===== src/rtl/xs3_pkg.sv =====
package xs3_pkg;
  localparam int unsigned STATE_W = 3;
  localparam int unsigned DIGIT_W = 4;

  // Position and carry, combined in seven codes
  typedef enum logic [STATE_W-1:0] {
    ST_START   = 3'd0,  // bit 0 expected
    ST_B1_NC   = 3'd1,  // bit 1, no carry
    ST_B1_C    = 3'd2,  // bit 1, carry
    ST_B2_NC   = 3'd3,  // bit 2, no carry
    ST_B2_C    = 3'd4,  // bit 2, carry
    ST_B3_NC   = 3'd5,  // bit 3, no carry
    ST_B3_C    = 3'd6   // bit 3, carry
  } xs3_state_e;
endpackage


===== src/rtl/xs3_next.sv =====
module xs3_next
  import xs3_pkg::*;
(
  input  xs3_state_e state_i,
  input  logic       bit_i,
  output xs3_state_e next_o
);
  always_comb begin
    unique case (state_i)
      ST_START: next_o = bit_i ? ST_B1_C  : ST_B1_NC;
      ST_B1_NC: next_o = bit_i ? ST_B2_C  : ST_B2_NC;
      ST_B1_C:  next_o = ST_B2_C;
      ST_B2_NC: next_o = ST_B3_NC;
      ST_B2_C:  next_o = bit_i ? ST_B3_C  : ST_B3_NC;
      ST_B3_NC: next_o = ST_START;
      ST_B3_C:  next_o = ST_START;
      default:  next_o = ST_START;
    endcase
  end
endmodule


===== src/rtl/xs3_out.sv =====
module xs3_out
  import xs3_pkg::*;
(
  input  xs3_state_e state_i,
  input  logic       bit_i,
  output logic       z_o,
  output logic       dc_o
);
  always_comb begin
    dc_o = 1'b0;
    unique case (state_i)
      ST_START: z_o = ~bit_i;
      ST_B1_NC: z_o = ~bit_i;
      ST_B1_C:  z_o =  bit_i;
      ST_B2_NC: z_o =  bit_i;
      ST_B2_C:  z_o = ~bit_i;
      ST_B3_NC: z_o =  bit_i;
      ST_B3_C: begin
        z_o  = 1'b0 | ~bit_i;
        dc_o = bit_i;
      end
      default:  z_o = 1'b0;
    endcase
  end
endmodule


===== src/rtl/bcd_xs3_serial.sv =====
module bcd_xs3_serial
  import xs3_pkg::*;
(
  input  logic clk_i,
  input  logic rst_ni,
  input  logic valid_i,
  input  logic bit_i,
  output logic z_o,
  output logic err_o
);
  xs3_state_e state_q, state_d;
  logic       z_comb, dc_comb, z_q;

  xs3_next u_next (
    .state_i (state_q),
    .bit_i   (bit_i),
    .next_o  (state_d)
  );

  xs3_out u_out (
    .state_i (state_q),
    .bit_i   (bit_i),
    .z_o     (z_comb),
    .dc_o    (dc_comb)
  );

  always_ff @(posedge clk_i or negedge rst_ni) begin
    if (!rst_ni) begin
      state_q <= ST_START;
      z_q     <= 1'b0;
    end else if (valid_i) begin
      state_q <= state_d;
      z_q     <= z_comb;
    end
  end

  assign z_o   = valid_i ? z_comb : z_q;
  assign err_o = valid_i & dc_comb;

  assert_legal_state_R3: assert property (@(posedge clk_i) disable iff (!rst_ni)
    state_q != xs3_state_e'(3'd7));

  assert_hold_state_R4: assert property (@(posedge clk_i) disable iff (!rst_ni)
    !valid_i |=> $stable(state_q));

  assert_hold_z_R4: assert property (@(posedge clk_i) disable iff (!rst_ni)
    !valid_i |=> (valid_i || $stable(z_o)));

  assert_err_to_start_R6: assert property (@(posedge clk_i) disable iff (!rst_ni)
    err_o |=> state_q == ST_START);

  assert_digit_wrap_R3: assert property (@(posedge clk_i) disable iff (!rst_ni)
    (valid_i && (state_q == ST_B3_NC || state_q == ST_B3_C)) |=> state_q == ST_START);
endmodule


===== config.mk =====
export PLATFORM = sky130hd
export DESIGN_NAME = bcd_xs3_serial
export DESIGN_NICKNAME = d
export VERILOG_FILES = /design/src/rtl/xs3_pkg.sv /design/src/rtl/xs3_next.sv /design/src/rtl/xs3_out.sv /design/src/rtl/bcd_xs3_serial.sv
export SDC_FILE = /design/constraint.sdc
export NUM_CORES = 1
export LEC_CHECK = 0
export BUFFER_PORTS_ARGS = -buffer_cell sky130_fd_sc_hd__buf_2
export CAP_MARGIN = 20
export CELL_PAD_IN_SITES_DETAIL_PLACEMENT = 1
export CELL_PAD_IN_SITES_GLOBAL_PLACEMENT = 1
export CORE_AREA = 2 2 39 41
export CTS_CLUSTER_SIZE = 10
export DETAILED_ROUTE_END_ITERATION = 10
export DIE_AREA = 0 0 41 43
export PLACE_DENSITY = 0.52
export SYNTH_ARGS = -nofsm -noshare
export SYNTH_HDL_FRONTEND = slang
export SYNTH_HIERARCHICAL = 1
export SYNTH_SLANG_ARGS = --single-unit

===== constraint.sdc =====
create_clock -name clk_i -period 1.3 [get_ports clk_i]
set_clock_uncertainty 0.05 [all_clocks]
set_input_delay 0.13 -clock clk_i [delete_from_list [all_inputs] [get_ports clk_i]]
set_output_delay 0.13 -clock clk_i [all_outputs]
set_load 0.02 [all_outputs]

==> results.toml <==
[route]
drt_iter0_drc = 2
drtAntennaViolNets = 0
wire_per_inst_um = 10.3
wl_um = 533
met3WireLength_um = 35
wl_met2_um = 254
drc = 0
maxUsedRoutingLayer = "met3"
wl_met1_um = 244
dr.pass1.iters = 2
vias_per_cell = 4.33
vias = 225

[setup_path]
crit_path_max_fanout = 3
cp.required_ns = 1.12
critical_path_arrival_ns = 1.34
startpoint_type = "flip-flop"
end_kind = "output pin"
critical_path_class = "reg2out"

[logic_synthesis]
synthArstFlopShare_pct = 100
netlist_top_cells_area = "dfrtp_1, mux2_2, and4b_2"
avgSynthCellArea_um2 = 11.0
yosysSeqAreaShare_pct = 39.4
yosysWarningCount = 6
yosys.area.top_type = "dfrtp_1"
ys_top_cells_by_count = "mux2_2, dfrtp_1, a21oi_1, o21ai_0"
syn_nets = 27
ys_types = 14
synth_ff_type = "dfrtp_1"
synthDominantCellAreaShare_pct = 39.4
synth_most_common_cell = "mux2_2"
synth_seq_cells = 4
synthesis.area_um2 = 254
synth-edff-count = 0
synth_cells = 23

[die]
start_util_pct = 18.4
fp.dieArea_mm2 = 0.00176
die_x_um = 41
die_h_um = 43
rows = 14
ios = 6
core_area_mm2 = 0.00138

[place]
dpl.hpwl_um = 412
dp.cells = 47
dp_slack_ns = -0.0279
gp_congestion = 0.603
port_buffers = 5

[global_routing]
antenna_found_initial = 0
grt_start_max_net_pins = 9
grt_pass1_wl_um = 924
grt_pass1_vias = 220
globalRouteTotalUtil_pct = 8.06
grt_remaining_overflow = 0

[flow_run]
drv_cap = 0

[pwr]
powerDensity_mw_per_mm2 = 2440
ir_drop_mv = 0.889
p_total_mw = 0.925
leakage_nw = 0.184

[timing]
period_share_pct = 117
rsz0062_at_grt = "true"
fin_ws_ns = -0.225
drv_slew = 0
setup_viol = 2
tightest_slew_ns = 0.254
slew_headroom_pct = 82.8
fmax_mhz = 656
finalHoldViolations = 0
min_period_ns = 1.52

[clock_tree]
clk_latency_ns = 0.23
clock_path_buffers = 2
root_buffer = "clkbuf_4"
cts_tree = "yes"
cts_made_buffers = 3
htree_levels = 1
cts_sinks = 4
clkSlewWorstSetupHoldPaths_ns = 0.03

[layout]
nets = 42
diodes = 0
fin_util_pct = 27.4
drive_gt1_share_pct = 55.6
layoutNonFillerInstCount = 52
area_growth_syn_to_layout_pct = 49.3

[run_status]
violations = "setup timing"
outcome = "complete, but fails checks"

[hold_path]
hold_class = "in2async"
[cell usage in the layout, fill, tap and decap left out, drive strengths merged]
master,count
buf,9
mux2,5
dfrtp,4
clkbuf,3
a21oi,2
o21ai,2
and2,1
dlygate4sd3,1
nor2,1
nor4b,1
a21o,1
inv,1
or3b,1
xnor2,1
and3b,1
o22a,1
and4b,1
[final timing paths]
check / slack, ns / end / depth (start not counted) / start
setup / recovery: -0.22 / z_o / 4 / state_q[1]
hold / removal: 0.18 / state_q[0] / 2 / rst_ni
setup reg to reg: 0.02 / state_q[2] / 4 / state_q[1]
hold reg to reg: 0.46 / z_q / 1 / z_q
max in group asynchronous: 0.90 / z_q / 2 / rst_ni
min in group clk_i: 0.22 / state_q[0] / 2 / valid_i
[where the power goes]
group / leakage [nW] / internal [mW] / switching [mW]
sequential: 0.0485 / 0.190 / 0.0460
clock: 0.0138 / 0.103 / 0.0434
combinational: 0.122 / 0.323 / 0.220
[state kept, by name, summed over array words and instances, names as in the netlist]
register	flops
state_q	3
z_q	1
[layer usage]
layer	up-vias	track usage, %
li1	115	-
met1	104	9.45
met2	6	11.3
met3	0	3.14
met4	0	6.00
met5	-	0
[cell type report]
type | instances | area, µm²
well taps | 16 | 20.0
fillers | 168 | 1000
repair buffers | 10 | 71.3
clock buffers | 3 | 22.5
multi-input cells | 18 | 161
inverters | 1 | 3.75
flip-flops and latches | 4 | 100
[what timing repair did]
item,CTS,global route
hold endpoints to repair,4,0
cloned,0,0
pin swaps,2,0
buffers inserted,0,1
hold buffers,1,0
endpoints found under the setup margin,3,3
gates resized for setup,5,1
[critical path: stages (launching register included)]
cell and delay [ns]:
dfrtp_1 0.39, xnor2_1 0.13, o22a_1 0.20, mux2_4 0.27, buf_6 0.13
[kinds of logic (layout without fill, tap and decap cells)]
| family | after synthesis | after routing | share of synthesized area (%) |
|---|---|---|---|
| compound gates | 6 | 6 | 14.3 |
| simple gates | 6 | 6 | 19.2 |
| mux | 5 | 5 | 22.2 |
| flops | 4 | 4 | 39.4 |
| xor+xnor | 1 | 1 | 3.45 |
| buf+inv | 1 | 14 | 1.48 |
[per-stage QoR]
step           instance area (µm²)  setup TNS, ns  hold WS, ns
2_1_floorplan                  254              0       -0.216
3_3_place_gp                   322        -0.0169       -0.114
3_5_place_dp                   322        -0.0339       -0.110
4_1_cts                        368         -0.487        0.171
5_1_grt                        379         -0.548        0.198
6_report                       379         -0.422        0.181
Power figures use the tool's default switching activity.
